[src/rtl/fsa_pkg.sv]
package fsa_pkg;

  localparam int CELL_W = 3;            // eight lines per character cell
  localparam int CELL_LINES = 1 << CELL_W;

  typedef enum logic [1:0] {
    GRAN_COARSE = 2'b00,
    GRAN_CELL   = 2'b01,
    GRAN_FINE   = 2'b10,
    GRAN_FINE_A = 2'b11
  } gran_e;

  // add with wrap into [base, top)
  function automatic logic [31:0] wrap_add(input logic [31:0] a, input logic [31:0] inc,
                                           input logic [31:0] base, input logic [31:0] top);
    logic [31:0] s;
    s = a + inc;
    if (s >= top) s = s - top + base;
    return s;
  endfunction

endpackage

[src/rtl/fsa_start_regs.sv]
module fsa_start_regs #(
  parameter int ADDR_W = 15
) (
  input  logic              clk,
  input  logic              rst_n,
  input  logic              reg_wr,
  input  logic              reg_sel,
  input  logic [7:0]        reg_wdata,
  input  logic [1:0]        gran_sel,
  output logic [ADDR_W-1:0] start_masked
);
  import fsa_pkg::*;

  localparam int HI_W = ADDR_W - 8;

  logic [7:0]      lo_q;
  logic [HI_W-1:0] hi_q;
  logic [ADDR_W-1:0] keep;

  always_ff @(posedge clk or negedge rst_n) begin
    if (!rst_n) begin
      lo_q <= '0;
      hi_q <= '0;
    end else if (reg_wr) begin
      if (reg_sel) hi_q <= reg_wdata[HI_W-1:0];
      else         lo_q <= reg_wdata;
    end
  end

  always_comb begin
    keep = '1;
    case (gran_e'(gran_sel))
      GRAN_COARSE: keep[5:0] = '0;
      GRAN_CELL:   keep[CELL_W-1:0] = '0;
      default:     keep[0] = 1'b0;
    endcase
    start_masked = {hi_q, lo_q} & keep;
  end

endmodule

[src/rtl/fsa_line_ptr.sv]
module fsa_line_ptr #(
  parameter int ADDR_W         = 15,
  parameter int STRIDE         = 640,
  parameter int ACTIVE_LINES   = 256,
  parameter int FRAME_LINES    = 312,
  parameter int BLANK_LINES    = 6,
  parameter logic [ADDR_W-1:0] WRAP_BASE = 15'h3000
) (
  input  logic              clk,
  input  logic              rst_n,
  input  logic              frame_start,
  input  logic              line_strobe,
  input  logic              band_blank_en,
  input  logic [ADDR_W-1:0] start_masked,
  output logic              line_load,
  output logic              line_go,
  output logic [ADDR_W-1:0] line_addr,
  output logic              line_blank,
  output logic [fsa_pkg::CELL_W:0] head_lines,
  output logic [fsa_pkg::CELL_W:0] tail_lines
);
  import fsa_pkg::*;

  localparam int LW  = $clog2(FRAME_LINES + 1);
  localparam int TOP = 1 << ADDR_W;
  localparam logic [LW-1:0] ACT_END  = LW'(ACTIVE_LINES);
  localparam logic [LW-1:0] BAND_BEG = LW'(ACTIVE_LINES - BLANK_LINES);
  localparam logic [LW-1:0] LINE_MAX = LW'(FRAME_LINES);

  logic [ADDR_W-1:CELL_W] row_base;
  logic [CELL_W-1:0]      cell_line;
  logic [LW-1:0]          nxt_line;
  logic                   band_q;
  logic [31:0]            row_next;
  logic [CELL_W-1:0]      off;

  assign off       = start_masked[CELL_W-1:0];
  assign line_load = line_strobe && !frame_start;
  assign line_addr = {row_base, cell_line};
  assign line_go   = (nxt_line < ACT_END) && !(band_q && nxt_line >= BAND_BEG);
  assign row_next  = wrap_add(32'({row_base, {CELL_W{1'b0}}}), 32'(STRIDE),
                              32'(WRAP_BASE), 32'(TOP));

  always_ff @(posedge clk or negedge rst_n) begin
    if (!rst_n) begin
      row_base   <= WRAP_BASE[ADDR_W-1:CELL_W];
      cell_line  <= '0;
      nxt_line   <= '0;
      band_q     <= 1'b0;
      line_blank <= 1'b1;
      head_lines <= '0;
      tail_lines <= '0;
    end else if (frame_start) begin
      row_base   <= start_masked[ADDR_W-1:CELL_W];
      cell_line  <= off;
      nxt_line   <= '0;
      band_q     <= band_blank_en;
      line_blank <= 1'b1;
      head_lines <= (off == '0) ? '0 : (CELL_W+1)'(CELL_LINES) - {1'b0, off};
      tail_lines <= {1'b0, off};
    end else if (line_load) begin
      line_blank <= !line_go;
      if (nxt_line != LINE_MAX) nxt_line <= nxt_line + 1'b1;
      cell_line <= cell_line + 1'b1;
      if (cell_line == CELL_W'(CELL_LINES - 1)) row_base <= row_next[ADDR_W-1:CELL_W];
    end
  end

endmodule

[src/rtl/fsa_fetch.sv]
module fsa_fetch #(
  parameter int ADDR_W         = 15,
  parameter int BYTES_PER_LINE = 80,
  parameter logic [ADDR_W-1:0] WRAP_BASE = 15'h3000
) (
  input  logic              clk,
  input  logic              rst_n,
  input  logic              frame_start,
  input  logic              line_load,
  input  logic              line_go,
  input  logic [ADDR_W-1:0] line_addr,
  input  logic              fetch_ready,
  output logic              fetch_valid,
  output logic [ADDR_W-1:0] fetch_addr
);
  import fsa_pkg::*;

  localparam int CW  = $clog2(BYTES_PER_LINE + 1);
  localparam int TOP = 1 << ADDR_W;

  logic [CW-1:0] left;
  logic [31:0]   addr_next;

  assign fetch_valid = (left != '0);
  assign addr_next   = wrap_add(32'(fetch_addr), 32'(CELL_LINES), 32'(WRAP_BASE), 32'(TOP));

  always_ff @(posedge clk or negedge rst_n) begin
    if (!rst_n) begin
      left       <= '0;
      fetch_addr <= '0;
    end else if (frame_start) begin
      left <= '0;
    end else if (line_load) begin
      fetch_addr <= line_addr;
      left       <= line_go ? CW'(BYTES_PER_LINE) : '0;
    end else if (fetch_valid && fetch_ready) begin
      fetch_addr <= addr_next[ADDR_W-1:0];
      left       <= left - 1'b1;
    end
  end

endmodule

[src/rtl/fine_scroll_addr_gen.sv]
module fine_scroll_addr_gen #(
  parameter int ADDR_W         = 15,
  parameter int BYTES_PER_LINE = 80,
  parameter int ACTIVE_LINES   = 256,
  parameter int FRAME_LINES    = 312,
  parameter int BLANK_LINES    = 6,
  parameter logic [ADDR_W-1:0] WRAP_BASE = 15'h3000
) (
  input  logic              clk,
  input  logic              rst_n,
  input  logic              reg_wr,
  input  logic              reg_sel,
  input  logic [7:0]        reg_wdata,
  input  logic [1:0]        gran_sel,
  input  logic              band_blank_en,
  input  logic              frame_start,
  input  logic              line_strobe,
  input  logic              fetch_ready,
  output logic              fetch_valid,
  output logic [ADDR_W-1:0] fetch_addr,
  output logic              line_blank,
  output logic [3:0]        head_lines,
  output logic [3:0]        tail_lines
);

  localparam int STRIDE = BYTES_PER_LINE * fsa_pkg::CELL_LINES;

  logic [ADDR_W-1:0] start_masked;
  logic [ADDR_W-1:0] line_addr;
  logic              line_load;
  logic              line_go;

  fsa_start_regs #(.ADDR_W(ADDR_W)) u_regs (
    .clk          (clk),
    .rst_n        (rst_n),
    .reg_wr       (reg_wr),
    .reg_sel      (reg_sel),
    .reg_wdata    (reg_wdata),
    .gran_sel     (gran_sel),
    .start_masked (start_masked)
  );

  fsa_line_ptr #(
    .ADDR_W       (ADDR_W),
    .STRIDE       (STRIDE),
    .ACTIVE_LINES (ACTIVE_LINES),
    .FRAME_LINES  (FRAME_LINES),
    .BLANK_LINES  (BLANK_LINES),
    .WRAP_BASE    (WRAP_BASE)
  ) u_ptr (
    .clk           (clk),
    .rst_n         (rst_n),
    .frame_start   (frame_start),
    .line_strobe   (line_strobe),
    .band_blank_en (band_blank_en),
    .start_masked  (start_masked),
    .line_load     (line_load),
    .line_go       (line_go),
    .line_addr     (line_addr),
    .line_blank    (line_blank),
    .head_lines    (head_lines),
    .tail_lines    (tail_lines)
  );

  fsa_fetch #(
    .ADDR_W         (ADDR_W),
    .BYTES_PER_LINE (BYTES_PER_LINE),
    .WRAP_BASE      (WRAP_BASE)
  ) u_fetch (
    .clk         (clk),
    .rst_n       (rst_n),
    .frame_start (frame_start),
    .line_load   (line_load),
    .line_go     (line_go),
    .line_addr   (line_addr),
    .fetch_ready (fetch_ready),
    .fetch_valid (fetch_valid),
    .fetch_addr  (fetch_addr)
  );

endmodule

[config.mk]
export PLATFORM = sky130hd
export DESIGN_NAME = fine_scroll_addr_gen
export DESIGN_NICKNAME = d
export VERILOG_FILES = /design/src/rtl/fsa_pkg.sv /design/src/rtl/fsa_start_regs.sv /design/src/rtl/fsa_line_ptr.sv /design/src/rtl/fsa_fetch.sv /design/src/rtl/fine_scroll_addr_gen.sv
export SDC_FILE = /design/constraint.sdc
export NUM_CORES = 1
export LEC_CHECK = 0
export BUFFER_PORTS_ARGS = -buffer_cell sky130_fd_sc_hd__clkbuf_2
export CAP_MARGIN = 20
export CELL_PAD_IN_SITES_DETAIL_PLACEMENT = 0
export CELL_PAD_IN_SITES_GLOBAL_PLACEMENT = 1
export CORE_AREA = 8 8 94 96
export DETAILED_ROUTE_END_ITERATION = 10
export DIE_AREA = 0 0 102 104
export PLACE_DENSITY_LB_ADDON = 0.15
export SLEW_MARGIN = 20
export SYNTH_ARGS = -nofsm -noshare
export SYNTH_HDL_FRONTEND = slang
export SYNTH_SLANG_ARGS = --single-unit
[constraint.sdc]
create_clock -name clk -period 7.44 [get_ports clk]
set_clock_uncertainty 0.1 [all_clocks]
set_input_delay 1.116 -clock clk [delete_from_list [all_inputs] [get_ports clk]]
set_output_delay 1.116 -clock clk [all_outputs]
set_load 0.01 [all_outputs]
==> Word level (Yosys, flattened, before mapping) <==
Cells that the tools add are included.
{ "op_classes": {"n_addsub": 10, "magnitude_cmp": 4, "n_eq_ne": 3, "n_mux": 21, "n_bitwise": 3, "reduce_logical": 21} }
{ "op_table": {"columns": ["cell", "count"], "rows": [
  ["$mux W15", 4],
  ["$mux W12", 3],
  ["$ge A16 B16 Y1 const B", 2],
  ["$add A15 B14 Y15 const B", 2],
  ["$sub A15 B1 Y15 const B", 2],
  ["$mux W7", 4],
  ["$mux W9", 3],
  ["$add A15 B10 Y16 const B", 1],
  ["$add A15 B4 Y16 const B", 1],
  ["$and A15 B15 Y15", 1],
  ["$reduce_and A2 Y1", 5],
  ["$add A9 B1 Y9 const B", 1],
  ["$ge A9 B8 Y1 const B", 1],
  ["$lt A9 B9 Y1 const B", 1],
  ["$mux W3", 3],
  ["$ne A9 B9 Y1 const B", 1],
  ["$reduce_bool A2 Y1", 4],
  ["$reduce_bool A7 Y1", 1],
  ["$sub A7 B1 Y7 const B", 1],
  ["$logic_and A1 B1 Y1", 4],
  ["$mux W4", 1],
  ["$sub A4 B3 Y4 const A", 1],
  ["$add A3 B1 Y3 const B", 1],
  ["$eq A3 B3 Y1 const B", 1],
  ["other kinds (9)", 13]
]} }
{ "word_totals": {"regBits": 70, "inputBits": 18, "word_cells": 73} }

==> Longest topological paths before layout <==
{ "logic_depth": {"depth_word": 7, "depth_mapped": 9, "depth_no_buf": 9} }

==> Hierarchy <==
From an unflattened synthesis, not the netlist that was laid out.
{ "unflattened": {"cells_unflattened": 369, "area_unflattened_um2": 3717.3} }
{ "modules_own_cells": {"columns": ["mod", "n_inst", "cells_each", "area_each_um2", "seq_area_each_um2"], "rows": [
  ["fsa_line_ptr", 1, 176, 1707.9, 829.5],
  ["fsa_fetch", 1, 152, 1382.6, 550.5],
  ["fsa_start_regs", 1, 41, 626.9, 350.3]
]} }

==> Least setup slack after synthesis <==
Ideal clock, no wire load.
{ "synth_path": {"path_kind": "reg-to-output", "startpoint": "reg u_fetch.left[0]", "endpoint": "out fetch_valid", "t_arrival_ns": 1.469, "required_time_ns": 6.224, "slack_ns": 4.755, "stages_incl_launch_ff": 6, "path_buffers": 1, "path_cell_list": "dfrtp_1 > inv_1 > ha_1 > or4b_4 > buf_6 > or2_4"} }
{ "synth_via": {"elab_chain_len": 1} }
{ "synth_lines": {"columns": ["item", "line", "rtl"], "rows": [
  ["from (decl)", "fsa_fetch.sv:21", "logic [CW-1:0] left;"],
  ["from (signal assigned)", "fsa_fetch.sv:35", "left <= line_go ? CW'(BYTES_PER_LINE) : '0;"],
  ["from (signal assigned)", "fsa_fetch.sv:38", "left <= left - 1'b1;"],
  ["$reduce_bool A7 Y1", "fsa_fetch.sv:24", "assign fetch_valid = (left != '0);"],
  ["to (decl)", "fine_scroll_addr_gen.sv:19", "output logic fetch_valid,"]
]} }
Every way passes these cells.

==> Final worst setup path <==
Ends and elaborated chain as after synthesis.

==> run summary <==
Critical Path, Cell by Cell: inv_1, ha_1, or4b_4, or2_4, clkbuf_2
Cts hold-fix bufs: 0
IO Pins: 43
Asr flop ratio synth: 100%
Root Driver: clkbuf_8
Critical path arrival: 1.95 ns
Max-capacitance violation count: 0
Number of buffers created by CTS: 9
GRT Util Overall: 16.7%
Core area: 7450 µm²
Synthesized area: 3480 µm²
Mean area per synthesized cell: 9.91 µm²
TritonRoute pass-1 iters: 4
CTS H-tree depth: 3
Hold Crit Start: u_regs.hi_q[6]$_DFFE_PN0P_
Top cells by count, synth: dfrtp_1 (62), nand2_1 (41), nor2_1 (26)
Max stage delay on crit path: 0.55 ns
Req. time, crit path: 6.22 ns
Sequential share of the synthesized area: 46.9%
First-pass GRT wire length: 14.2 mm
EDFF count, synth: 0
Drt wl/cell: 16.5 µm
Longest Clk Path Bufs: 2
Slew Viols, Final: 0
RSZ-0062 raised after global routing: false
Largest net degree at the start of global routing: 66
Max-slew headroom: 38.5%
Worst setup startpoint: u_fetch.left[0]$_DFFE_PN0P_
Post-DP HPWL: 5.71 mm
ANT cells: 0
Average vias per placed instance: 5.54
# nets final: 414
FP Rows: 32
Top_reg_cell synth: dfrtp_1
DRC errors left: 0
Synth Instances: 351
Status: completed
Fill count: 727
Final worst slack: 4.27 ns
Clk sink count: 65
CTS tree: done
FF-to-FF Start: u_fetch.fetch_addr[3]$_DFFE_PN0P_
Kind of critical path: reg -> out
ANT nets after route: 0
Share of cells above drive strength 1: 19.5%
Yosys cell types: 57
Placed cell count: 476
Most common cell in the netlist: dfrtp_1
Dpl ws: 4.55 ns
Fin cells: 492
PortBufs: 38
DR iter-0 viols: 145
CP top delay family: simple AND/OR/NAND/NOR gates
Crit path max fanout: 12
Initial core utilization: 46.7%
Grt total ovfl: 0
Leak pwr: 0.00174 µW
Startpoint Class: flip-flop
Final setup TNS: 0 ns
Post_cts resized: 0
Worst path slowest cell: or4b_4
Reg area: 1630 µm²
CP Buf/Inv Count: 2
GP Congestion: 0.824
Area Growth Syn to Fin: 12.4%
Vias in the first global route: 2770
Vias: 2725
Drt total wl: 8.10 mm
Total die area: 10600 µm²
VDD IR-drop max: 103 µV
Pwr dens: 243 nW/µm²
Final core utilization: 52.5%
Top-area cell type share of the netlist area: 44.6%
Hold WC Path Type: reg -> reg
Synth warnings: 0
Multi-input gate area: 1700 µm²
Die Wd: 102 µm
Tmin final: 3.17 ns
CP Capture Type: output port
Max frequency: 316 MHz
Clk_lat worst skew: 0.34 ns
Worst-Margin Slew: 0.920 ns
Period utilisation layout: 42.6%
Initial antenna violation count: 0
Post-synth top area cell: dfrtp_1
# Post-CTS Setup Buffers: 0
Most area-consuming cells after synthesis: dfrtp_1 (45%), mux2_2 (5.2%), nand2_1 (4.4%), ha_1 (4.0%), o21ai_0 (2.9%)
Final setup viols: 0
Final Hold Fails: 0
Die height: 104 µm
FF+latch count, synth: 65
Clock Pin Slew Worst Setup and Hold Paths: 0.08 ns
[registers in the layout, summed over array words and instances (netlist names)]
| name | count |
|---|---|
| u_ptr.band_q | 1 |
| u_ptr.tail_lines | 2 |
| u_ptr.nxt_line | 9 |
| u_regs.hi_q | 7 |
| u_ptr.row_base | 12 |
| u_fetch.left | 7 |
| u_ptr.cell_line | 3 |
| u_fetch.fetch_addr | 15 |
| u_ptr.line_blank | 1 |
| u_regs.lo_q | 7 |
| u_ptr.head_lines | 1 |
[where the power goes]
| part | internal [µW] | leakage, µW | switching (µW) | total (µW) |
|---|---|---|---|---|
| Sequential | 403 | 0.000811 | 62.0 | 465 |
| Clock | 163 | 0.0000974 | 136 | 299 |
| Combinational | 85.5 | 0.000835 | 102 | 187 |
[final timing paths]
check | end | slack, ns | depth (start not counted)
max | fetch_valid | 4.27 | 5
min | u_ptr.row_base[14]$_DFFE_PN0P_ | 0.37 | 2
max reg2reg | u_fetch.fetch_addr[14]$_DFFE_PN0P_ | 4.63 | 9
min reg2reg | u_ptr.row_base[14]$_DFFE_PN0P_ | 0.37 | 2
max in group asynchronous | u_fetch.fetch_addr[11]$_DFFE_PN0P_ | 5.83 | 2
min in group asynchronous | u_fetch.fetch_addr[13]$_DFFE_PN0P_ | 0.83 | 2
[layout by cell type (no fill, tap or decap), types with 8 or more instances in the layout]
cell / n
dfrtp_1: 62
mux2_2: 16
inv_1: 14
and3_1: 8
nand2_1: 41
xnor2_1: 11
nand3_1: 13
clkbuf_2: 37
xor2_1: 10
clkbuf_8: 10
nor2_1: 26
ha_1: 11
o21ai_0: 20
[routing by layer]
metal  part of all wire [%]  global-route usage, %  vias to the layer above  wire, µm
met5                      0                      0                        -         0
met1                     49                   23.5                     1310      3930
met2                     44                   23.6                       70      3540
met4                    1.9                   6.30                        0       157
li1                       -                      -                     1331         -
met3                    5.7                   4.35                       14       464
[area by class of cell]
type                    instances  area share, %
well taps                     102           3.26
inverters                      15           1.44
flip-flops and latches         65           41.7
multi-input cells             254           43.5
repair buffers                 40           5.25
clock buffers                  13           3.81
clock inverters                 3           1.02
[through the flow]
step / hold slack [ns] / instance area [µm²] / power, µW
4_1_cts: 0.383 / 3910 / 962
6_report: 0.372 / 3910 / 952
2_1_floorplan: 0.346 / 3490 / 586
3_5_place_dp: 0.380 / 3720 / 662
3_3_place_gp: 0.364 / 3720 / 659
5_1_grt: 0.420 / 3910 / 1010
[worst min-delay path: stages (launching register included)]
cell and delay, ns:
dfrtp_1 0.34, nand2_1 0.05, o31ai_1 0.06
[cells by family (layout without fill, tap and decap cells)]
group,count (synthesis),in the layout,share of synthesized area [%]
and+or+nand+nor,118,118,16.6
AOI/OAI and AO/OA,78,78,15.7
DFF,65,65,46.9
buffers and inverters,35,71,4.53
muxes,22,22,6.90
xor gates and xnor gates,21,21,5.29
adders and majority gates,11,11,3.96
other,1,4,0.108
Note: power is estimated with default switching activity, not from simulation.
